### src/rtl/txrx_arb_pkg.sv
package txrx_arb_pkg;
  typedef enum logic [1:0] {
    OWN_NONE = 2'b00,
    OWN_TX   = 2'b01,
    OWN_RX   = 2'b10
  } owner_t;
endpackage

### src/rtl/txrx_arb_pick.sv
module txrx_arb_pick
  import txrx_arb_pkg::*;
#(
  parameter int RATIO_W = 2,
  parameter int CNT_W   = 3
) (
  input  logic               tx_req,
  input  logic               rx_req,
  input  logic [RATIO_W-1:0] ratio,
  input  logic               tx_pref,
  input  logic               fixed,
  input  logic [CNT_W-1:0]   streak,
  output owner_t             winner,
  output logic               bump,
  output logic               restart
);
  logic             both;
  logic             limit_hit;
  logic [CNT_W-1:0] limit;
  owner_t           fav, oth;

  always_comb begin
    both      = tx_req & rx_req;
    limit     = CNT_W'(ratio) + CNT_W'(1);
    limit_hit = (streak >= limit);
    fav       = tx_pref ? OWN_TX : OWN_RX;
    oth       = tx_pref ? OWN_RX : OWN_TX;
    winner    = OWN_NONE;
    bump      = 1'b0;
    restart   = 1'b0;
    if (both) begin
      if (fixed) begin
        winner = fav;
      end else if (limit_hit) begin
        winner  = oth;
        restart = 1'b1;
      end else begin
        winner = fav;
        bump   = 1'b1;
      end
    end else if (tx_req) begin
      winner = OWN_TX;
    end else if (rx_req) begin
      winner = OWN_RX;
    end
  end
endmodule

### src/rtl/txrx_arb_streak.sv
module txrx_arb_streak #(
  parameter int CNT_W = 3
) (
  input  logic             clk,
  input  logic             rst_n,
  input  logic             bump_en,
  input  logic             restart_en,
  output logic [CNT_W-1:0] streak
);
  logic [CNT_W-1:0] streak_nxt;
  logic             streak_en;

  always_comb begin
    streak_en  = bump_en | restart_en;
    streak_nxt = restart_en ? '0 : streak + CNT_W'(1);
  end

  always_ff @(posedge clk or negedge rst_n) begin
    if (!rst_n)         streak <= '0;
    else if (streak_en) streak <= streak_nxt;
  end
endmodule

### src/rtl/txrx_arb_hold.sv
module txrx_arb_hold
  import txrx_arb_pkg::*;
(
  input  logic   clk,
  input  logic   rst_n,
  input  owner_t winner,
  input  logic   tx_done,
  input  logic   rx_done,
  output owner_t owner,
  output logic   idle
);
  owner_t owner_nxt;
  logic   owner_en;

  always_comb begin
    idle      = (owner == OWN_NONE);
    owner_nxt = owner;
    owner_en  = 1'b0;
    unique case (owner)
      OWN_NONE: begin
        owner_nxt = winner;
        owner_en  = (winner != OWN_NONE);
      end
      OWN_TX: begin
        owner_nxt = OWN_NONE;
        owner_en  = tx_done;
      end
      OWN_RX: begin
        owner_nxt = OWN_NONE;
        owner_en  = rx_done;
      end
      default: begin
        owner_nxt = OWN_NONE;
        owner_en  = 1'b1;
      end
    endcase
  end

  always_ff @(posedge clk or negedge rst_n) begin
    if (!rst_n)        owner <= OWN_NONE;
    else if (owner_en) owner <= owner_nxt;
  end
endmodule

### src/rtl/txrx_bus_arbiter.sv
module txrx_bus_arbiter
  import txrx_arb_pkg::*;
#(
  parameter int RATIO_W = 2
) (
  input  logic               clk,
  input  logic               rst_n,
  input  logic               tx_req,
  input  logic               tx_done,
  input  logic               rx_req,
  input  logic               rx_done,
  input  logic [RATIO_W-1:0] cfg_ratio,
  input  logic               cfg_tx_pref,
  input  logic               cfg_fixed,
  output logic               tx_gnt,
  output logic               rx_gnt
);
  localparam int MAX_RUN = 2 ** RATIO_W;
  localparam int CNT_W   = $clog2(MAX_RUN + 1);

  owner_t           winner, owner;
  logic             bump, restart, idle;
  logic [CNT_W-1:0] streak;

  txrx_arb_pick #(.RATIO_W(RATIO_W), .CNT_W(CNT_W)) u_pick (
    .tx_req (tx_req),
    .rx_req (rx_req),
    .ratio  (cfg_ratio),
    .tx_pref(cfg_tx_pref),
    .fixed  (cfg_fixed),
    .streak (streak),
    .winner (winner),
    .bump   (bump),
    .restart(restart)
  );

  txrx_arb_streak #(.CNT_W(CNT_W)) u_streak (
    .clk       (clk),
    .rst_n     (rst_n),
    .bump_en   (bump & idle),
    .restart_en(restart & idle),
    .streak    (streak)
  );

  txrx_arb_hold u_hold (
    .clk    (clk),
    .rst_n  (rst_n),
    .winner (winner),
    .tx_done(tx_done),
    .rx_done(rx_done),
    .owner  (owner),
    .idle   (idle)
  );

  always_comb begin
    tx_gnt = (owner == OWN_TX);
    rx_gnt = (owner == OWN_RX);
  end
endmodule

### config.mk
export PLATFORM = sky130hd
export DESIGN_NAME = txrx_bus_arbiter
export DESIGN_NICKNAME = d
export VERILOG_FILES = /design/src/rtl/txrx_arb_pkg.sv /design/src/rtl/txrx_arb_pick.sv /design/src/rtl/txrx_arb_streak.sv /design/src/rtl/txrx_arb_hold.sv /design/src/rtl/txrx_bus_arbiter.sv
export SDC_FILE = /design/constraint.sdc
export NUM_CORES = 1
export LEC_CHECK = 0
export BUFFER_PORTS_ARGS = -buffer_cell sky130_fd_sc_hd__buf_2
export CELL_PAD_IN_SITES_DETAIL_PLACEMENT = 0
export CELL_PAD_IN_SITES_GLOBAL_PLACEMENT = 1
export CORE_AREA = 2 2 39 41
export CTS_CLUSTER_DIAMETER = 200
export DETAILED_ROUTE_END_ITERATION = 6
export DIE_AREA = 0 0 41 43
export PLACE_DENSITY = 0.67
export SKIP_LAST_GASP = 1
export SLEW_MARGIN = 20
export SYNTH_ARGS = -nofsm -noshare
export SYNTH_HDL_FRONTEND = slang
export SYNTH_SLANG_ARGS = --single-unit
### constraint.sdc
create_clock -name clk -period 2.55 [get_ports clk]
set_input_delay 0.51 -clock clk [delete_from_list [all_inputs] [get_ports clk]]
set_output_delay 0.51 -clock clk [all_outputs]
set_load 0.01 [all_outputs]
# After elaboration in Yosys (flattened, before gate mapping)
# Cells that the tools add are included.
classes:
  add_sub_neg: 2
  n_lt_le_gt_ge: 1
  eq_ne: 2
  n_mux: 16
  bitwise_logic: 4
  n_reduce_logical: 2
ops:
  columns: ["cell", "count"]
  rows:
  - ["2-bit 2-to-1 mux", 8]
  - ["1-bit 2-to-1 mux", 6]
  - ["2-bit by 1-bit adder with 3-bit output, second input constant", 1]
  - ["3-bit by 1-bit adder with 3-bit output, second input constant", 1]
  - ["1-bit AND", 3]
  - ["3-bit >= comparator", 1]
  - ["3-bit 2-to-1 mux", 1]
  - ["1-bit case mux with 3 select lines", 1]
  - ["2-bit by 1-bit equality test with 1-bit output, second input constant", 1]
  - ["2-bit equality test, second input constant", 1]
  - ["2-bit zero test", 1]
  - ["2-bit nonzero test", 1]
  - ["1-bit bitwise OR", 1]
word_totals:
  ff_bits: 5
  input_bits: 10
  out_inout_bits: 2

# Longest topological paths before layout
# Gate-level depths: netlist of the first run.
logic_depth:
  ltp_word: 7
  mapped_depth: 7
  ltp_nobuf: 7

# Modules after synthesis
# A second synthesis of the first run with hierarchy kept.
hier_totals:
  cells_unflattened: 50
  area_unflattened_um2: 431.7
modules_own_cells:
  columns: ["module", "n_inst", "cells_each", "area_per_inst_um2"]
  rows:
  - ["txrx_arb_pick", 1, 26, 176.4]
  - ["txrx_arb_streak", 1, 11, 136.4]
  - ["txrx_arb_hold", 1, 9, 91.3]
  - ["txrx_bus_arbiter", 1, 4, 27.5]

# Least setup slack after synthesis of the first run
# OpenSTA, ideal clock, no wires.
synth_path:
  path_kind: "input to register"
  from: "in cfg_ratio[0]"
  to: "reg u_hold.owner[1]"
  setup_ns: 0.130
  t_arrival_ns: 1.676
  required_ns: 2.420
  path_slack_ns: 0.744
  cell_stages: 7
  path_buffers: 0
  cell_sequence: "ha_1 -> inv_1 -> ha_1 -> a21o_1 -> a31oi_2 -> and4b_1 -> nor3_1"
synth_between:
  elab_chain_cells: 7
synth_lines:
  columns: ["item", "line_no", "text"]
  rows:
  - ["start, declared", "txrx_bus_arbiter.sv:12", "input logic [RATIO_W-1:0] cfg_ratio,"]
  - ["2-bit by 1-bit adder with 3-bit output (*)", "txrx_arb_pick.sv:24", "limit = CNT_W'(ratio) + CNT_W'(1);"]
  - ["3-bit >= comparator (*)", "txrx_arb_pick.sv:25", "limit_hit = (streak >= limit);"]
  - ["2-bit 2-to-1 mux (*)", "txrx_arb_pick.sv:34", "end else if (limit_hit) begin"]
  - ["2-bit 2-to-1 mux (*)", "txrx_arb_pick.sv:32", "if (fixed) begin"]
  - ["2-bit 2-to-1 mux (*)", "txrx_arb_pick.sv:31", "if (both) begin"]
  - ["2-bit nonzero test", "txrx_arb_hold.sv:22", "owner_en = (winner != OWN_NONE);"]
  - ["1-bit case mux with 3 select lines", "txrx_arb_hold.sv:19", "unique case (owner)"]
  - ["end signal, assigned", "txrx_arb_hold.sv:41", "else if (owner_en) owner <= owner_nxt;"]
  - ["end, declared", "txrx_arb_hold.sv:9", "output owner_t owner,"]
# Every way passes the cells marked *; elsewhere a longest branch is shown, timed or not.
# A chain may end at the register's enable or synchronous reset.

# Worst setup path in the final report of the first run
# Ends and elaborated chain as after synthesis.

==> reports/metrics.csv, run 1 <==
metric,value,unit
critical path type,in -> reg,
status,"complete, no violations",
Seq pwr share,0.334,
share of post-route cells with drive strength above 1,0.238,
CTS tree,built,
nets,79,
Root Buffer,clkbuf_4,
IO Port Bufs,11,
CP startpoint,cfg_ratio[0],
row cnt,14,
Max Clock Freq,0.554,GHz
"Reg clk slew, reported paths",0.04,ns
Global Route Usage Sum,0.117,
CP startpoint kind,input pin,
DR vias,387,
total grt overflow,0,
Leakage,0.274,nW
"Design Area, Final",519,sq um
via/cell ratio,4.90,
first-pass GRT wire length,1370,um
Post-CTS Setup Inserts,0,
Post-synth EDFFs,0,
maximum buffer depth of the clock tree,2,
# IOs,12,
Max VDD drop,0.282,mV
Die Span Y,43,um
RSZ-0062 raised after global routing,no,
clk_skew,0.000643,ns
setup violators final,0,
net switching power,184,uW
Remaining DRCs,0,
area of the mapped netlist,418,sq um
max-cap viol count,0,
Pwr Density,887,mW/mm^2
Core ar.,0.00138,sq mm
"Hold-fix buffers, CTS",0,
multi-input logic area,274,sq um
CP Data Arrival Time,1.92,ns
Num CTS Buffers,3,
post-route ant nets,0,
crit path time final,1.81,ns
die width,41,um
most frequent cells in the layout,"11 x buf_2, 5 x inv_1, 5 x nand2_1, 5 x ha_1, 5 x dfrtp_1",
Layout area overhead,24.3,%
synth warn,0,
post-placement cell area,493,sq um
period utilization,0.708,
synthesis-stage register bit count,5,
largest net degree at the start of global routing,9,
Slew @ Worst Pin,0.402,ns
Net Sw Frac,0.400,
WL final,815,um
placer congestion estimate,0.606,
CP Capture Type,flip-flop,
Min-Delay Path Class,in -> async,
sequential cell area,125,sq um
H-tree levels,1,
DR pass1 iterations,4,
vias in the first global route,334,
worst skew pair latency,0.24,ns
register area share after synthesis,0.299,
final core occ,0.375,
setup TNS,0,ns
post-CTS resize count,0,
Layout fillers,164,
"commonest non-fill, non-tap cell in the layout",buf_2,
asr flop ratio synth,1.00,
CP max FO,8,
"Top FF cell, synth",dfrtp_1,
Clk network pwr share,0.196,
"Hold Vio Cnt, Final",0,
WL/cell,10.3,um
1st-iter DRT viols,7,
P_int,276,uW
Crit path required time,2.66,ns
Cells after Synth,48,
combinational share of power,0.471,
WHS,0.0797,ns
antenna violations before repair,0,
n_diodes,0,
post-synth net total,63,
Slew Limit Headroom,0.731,
initial core utilization,0.302,
"Slew Viols, Final",0,
r2r startpoint,u_streak.streak[2],
CTS Sinks,5,
DIE AREA,0.00176,sq mm
overall power,461,uW
syn_area_per_cell,8.71,sq um
post-detail-place hpwl,672,um
Synth cell types,24,
-- worst paths after layout --
kind / to / slack, ns / cells past startpoint
hold / removal: u_streak.streak[2] / 0.08 / 1
hold reg to reg: u_streak.streak[2] / 0.48 / 1
setup reg to reg: u_hold.owner[1] / 0.88 / 5
max in group asynchronous: u_hold.owner[0] / 2.34 / 1
setup / recovery: u_hold.owner[1] / 0.74 / 8
min in group clk: u_streak.streak[2] / 0.48 / 1
-- routing by layer --
layer,GRT usage,vias to the layer above,routed length [um]
li1,-,200,-
met1,0.165,168,371
met2,0.147,17,382
met3,0.0314,2,48
met4,0.0800,0,12
met5,0,-,0
-- worst max-delay path: stages --
cell     delay [ns]
buf_2          0.11
ha_1           0.18
inv_1          0.05
ha_1           0.23
a21o_1         0.19
a31oi_2        0.35
and4b_1        0.25
nor3_1         0.05
-- per-stage QoR --
stage	setup slack, ns	cells
CTS	0.736	79
detailed placement	0.479	75
global route	0.687	79
finish	0.744	79
floorplan	0.744	48
global placement	0.461	75
-- logic make-up (layout without fill, tap and decap cells) --
| family | count (synthesis) | count (layout) | share of synthesized area |
|---|---|---|---|
| buffers and inverters | 5 | 20 | 0.0449 |
| adders and majority gates | 5 | 5 | 0.150 |
| and+or+nand+nor | 26 | 26 | 0.380 |
| AOI/OAI and AO/OA | 6 | 6 | 0.102 |
| muxes | 1 | 1 | 0.0240 |
| DFF | 5 | 5 | 0.299 |
-- layout make-up --
cell class                 instances  area share
tap                               16      0.0386
timing repair buffer              11       0.106
sequential                         5       0.241
inverter                           5      0.0361
clock buffer                       4      0.0506
multi-input combinational         38       0.528
-- power groups by stage --
stage	Sequential, mW	Clock [mW]	Combinational, mW
floorplan	0.143	0	0.166
global placement	0.154	0	0.219
detailed placement	0.156	0	0.221
CTS	0.155	0.0952	0.221
global route	0.164	0.104	0.242
finish	0.154	0.0902	0.217
-- synth_stat cells, types with 2 or more instances --
master,count,area (sq um)
nand2b_1,2,12.5
nand3_1,3,15.0
inv_1,5,18.8
nor3_1,2,10.0
a21oi_1,2,10.0
nor2b_1,2,12.5
ha_1,5,62.6
and2b_1,2,15.0
dfrtp_1,5,125
nor3b_1,2,15.0
nand2_1,5,18.8
-- flip-flops by register name, summed over array words and instances, names as in the netlist --
register,count
u_streak.streak,3
u_hold.owner,2
Note: power is estimated with default switching activity, not from simulation.
==> run 2, diff against run 1 <==
--- a/config.mk
+++ b/config.mk
@@ -8,11 +8,10 @@
 export BUFFER_PORTS_ARGS = -buffer_cell sky130_fd_sc_hd__buf_2
 export CELL_PAD_IN_SITES_DETAIL_PLACEMENT = 0
 export CELL_PAD_IN_SITES_GLOBAL_PLACEMENT = 1
-export CORE_AREA = 2 2 39 41
+export CORE_UTILIZATION = 31
 export CTS_CLUSTER_DIAMETER = 200
 export DETAILED_ROUTE_END_ITERATION = 6
-export DIE_AREA = 0 0 41 43
-export PLACE_DENSITY = 0.67
+export PLACE_DENSITY = 0.69
 export SKIP_LAST_GASP = 1
 export SLEW_MARGIN = 20
 export SYNTH_ARGS = -nofsm -noshare
==> constraint.sdc (replaced) <==
create_clock -name clk -period 1.55 [get_ports clk]
set_input_delay 0.31 -clock clk [delete_from_list [all_inputs] [get_ports clk]]
set_output_delay 0.31 -clock clk [all_outputs]
set_load 0.01 [all_outputs]
==> reports/metrics.csv, run 2 (synthesis gave the netlist of run 1 again) <==
metric,value,unit,change
largest net degree at the start of global routing,9,,unchanged
setup violators final,0,,unchanged
CP startpoint,cfg_ratio[0],,unchanged
CP max FO,8,,unchanged
n_diodes,0,,unchanged
Reg-to-Reg End,u_hold.owner[1],,unchanged
"Reg clk slew, reported paths",0.04,ns,about the same
crit path time final,1.48,ns,
nets,85,,was 79
vias in the first global route,317,,was 334
antenna violations before repair,0,,unchanged
Min-Delay Path Class,in -> async,,unchanged
number of flip-flops in the largest register,3,,unchanged
placed cells,77,,was 75
Max Clock Freq,0.675,GHz,
fin worst setup slack,0.0694,ns,was 0.744 ns
first-pass GRT wire length,1390,um,was 1370 um
post-route ant nets,0,,unchanged
Slew Limit Headroom,0.782,,was 0.731
CP Data Arrival Time,1.60,ns,was 1.92 ns
WL/cell,11.4,um,was 10.3 um
r2r startpoint,u_streak.streak[2],,unchanged
maximum buffer depth of the clock tree,2,,unchanged
Seq pwr share,0.268,,was 0.334
WL final,950,um,was 815 um
status,"complete, no violations",,unchanged
H-tree levels,1,,unchanged
1st-iter DRT viols,2,,was 7
post-detail-place hpwl,666,um,was 672 um
combinational share of power,0.568,,was 0.471
CTS tree,built,,unchanged
period utilization,0.955,,
DR vias,397,,was 387
Root Buffer,clkbuf_4,,unchanged
die width,38.7,um,was 41 um
critical path type,in -> reg,,unchanged
# IOs,12,,unchanged
P_int,561,uW,was 276 uW
r2r setup slk,0.07,ns,was 0.88 ns
"Slew Viols, Final",0,,unchanged
"Hold Vio Cnt, Final",0,,unchanged
Layout fillers,127,,was 164
CP startpoint kind,input pin,,unchanged
initial core utilization,0.357,,was 0.302
"Most flops, register",u_streak.streak,,unchanged
placer congestion estimate,0.715,,was 0.606
CP Capture Type,flip-flop,,unchanged
most frequent cells in the layout,"11 x buf_2, 5 x nand2_1, 5 x buf_4, 5 x dfrtp_1, 4 x inv_1",,"was 11 x buf_2, 5 x inv_1, 5 x nand2_1, 5 x ha_1, 5 x dfrtp_1"
clk_skew,0.000625,ns,was 0.000643 ns
Clk network pwr share,0.164,,was 0.196
net switching power,357,uW,was 184 uW
CTS Sinks,5,,unchanged
Num CTS Buffers,3,,unchanged
Largest regs,"u_streak.streak (3), u_hold.owner (2)",,unchanged
Net Sw Frac,0.389,,was 0.400
Core ar.,0.00117,sq mm,was 0.00138 sq mm
via/cell ratio,4.78,,was 4.90
DIE AREA,0.00150,sq mm,was 0.00176 sq mm
Remaining DRCs,0,,unchanged
cells on worst reg2reg path,5,,unchanged
Leakage,0.307,nW,was 0.274 nW
worst skew pair latency,0.24,ns,about the same
"non-filler cells, final",83,,was 79
share of post-route cells with drive strength above 1,0.377,,was 0.238
max-cap viol count,0,,unchanged
row cnt,12,,was 14
Crit path required time,1.67,ns,was 2.66 ns
pre-CTS WS,-0.209,ns,was 0.479 ns
final core occ,0.525,,was 0.375
Layout area overhead,47.0,%,was 24.3%
Die Span Y,38.7,um,was 43 um
Slew @ Worst Pin,0.327,ns,was 0.402 ns
Max VDD drop,0.977,mV,was 0.282 mV
DR pass1 iterations,3,,was 4
RSZ-0062 raised after global routing,yes,,was no
"commonest non-fill, non-tap cell in the layout",buf_2,,unchanged
WHS,0.412,ns,was 0.0797 ns
CP Capture Point,u_hold.owner[1],,unchanged
Pwr Density,1490,mW/mm^2,was 887 mW/mm^2
IO Port Bufs,11,,unchanged
Global Route Usage Sum,0.142,,was 0.117
total grt overflow,0,,unchanged
[run 2: power by group through the flow]
stage | clock [mW] | sequential [mW] | combinational, mW
6_report | 0.151 | 0.246 | 0.521
5_1_grt | 0.163 | 0.254 | 0.585
4_1_cts | 0.158 | 0.242 | 0.456
3_5_place_dp | 0 | 0.244 | 0.453
3_3_place_gp | 0 | 0.245 | 0.449
2_1_floorplan | 0 | 0.236 | 0.309
[run 2: through the flow]
| stage | TNS (ns) | cell area [sq um] | power, mW |
|---|---|---|---|
| 2_1_floorplan | 0 | 427 | 0.545 |
| 3_3_place_gp | -0.472 | 529 | 0.695 |
| 3_5_place_dp | -0.666 | 529 | 0.697 |
| 4_1_cts | 0 | 566 | 0.857 |
| 5_1_grt | -0.0160 | 614 | 1.00 |
| 6_report | 0 | 614 | 0.918 |
[run 2: worst min-delay path by stage]
stage | endpoint | cells past startpoint
after global placement | u_hold.owner[0] | 1
after CTS | u_streak.streak[1] | 2
after floorplan | u_hold.owner[0] | 0
after global routing | u_hold.owner[0] | 2
final | u_hold.owner[1] | 2
after detailed placement | u_hold.owner[0] | 1
[run 2: worst max-delay path, stage by stage]
cell and delay, ns:
buf_2 0.13, ha_4 0.26, inv_1 0.04, ha_2 0.15, a21o_1 0.17, a31oi_4 0.27, and4b_1 0.24, nor3_1 0.04
[run 2: routing by layer]
layer,routed length (um),global-route usage,vias to the layer above
met2,445,0.192,6
met1,465,0.181,179
met3,40,0.104,0
met5,0,0,-
li1,-,-,212
met4,0,0.0259,0
[run 2: area by class of cell]
class | instances | area [sq um] | share of cell area
well taps | 14 | 17.5 | 0.0285
clock buffers | 4 | 26.3 | 0.0428
repair buffers | 17 | 103 | 0.167
inverters | 5 | 18.8 | 0.0305
multi-input cells | 38 | 324 | 0.527
flip-flops and latches | 5 | 125 | 0.204
[run 2: timing repair]
item	in CTS	in global routing
hold buffers	1	0
buffers inserted	0	1
endpoints found under the setup margin	0	3
gates resized for setup	0	6
hold endpoints to repair	5	0
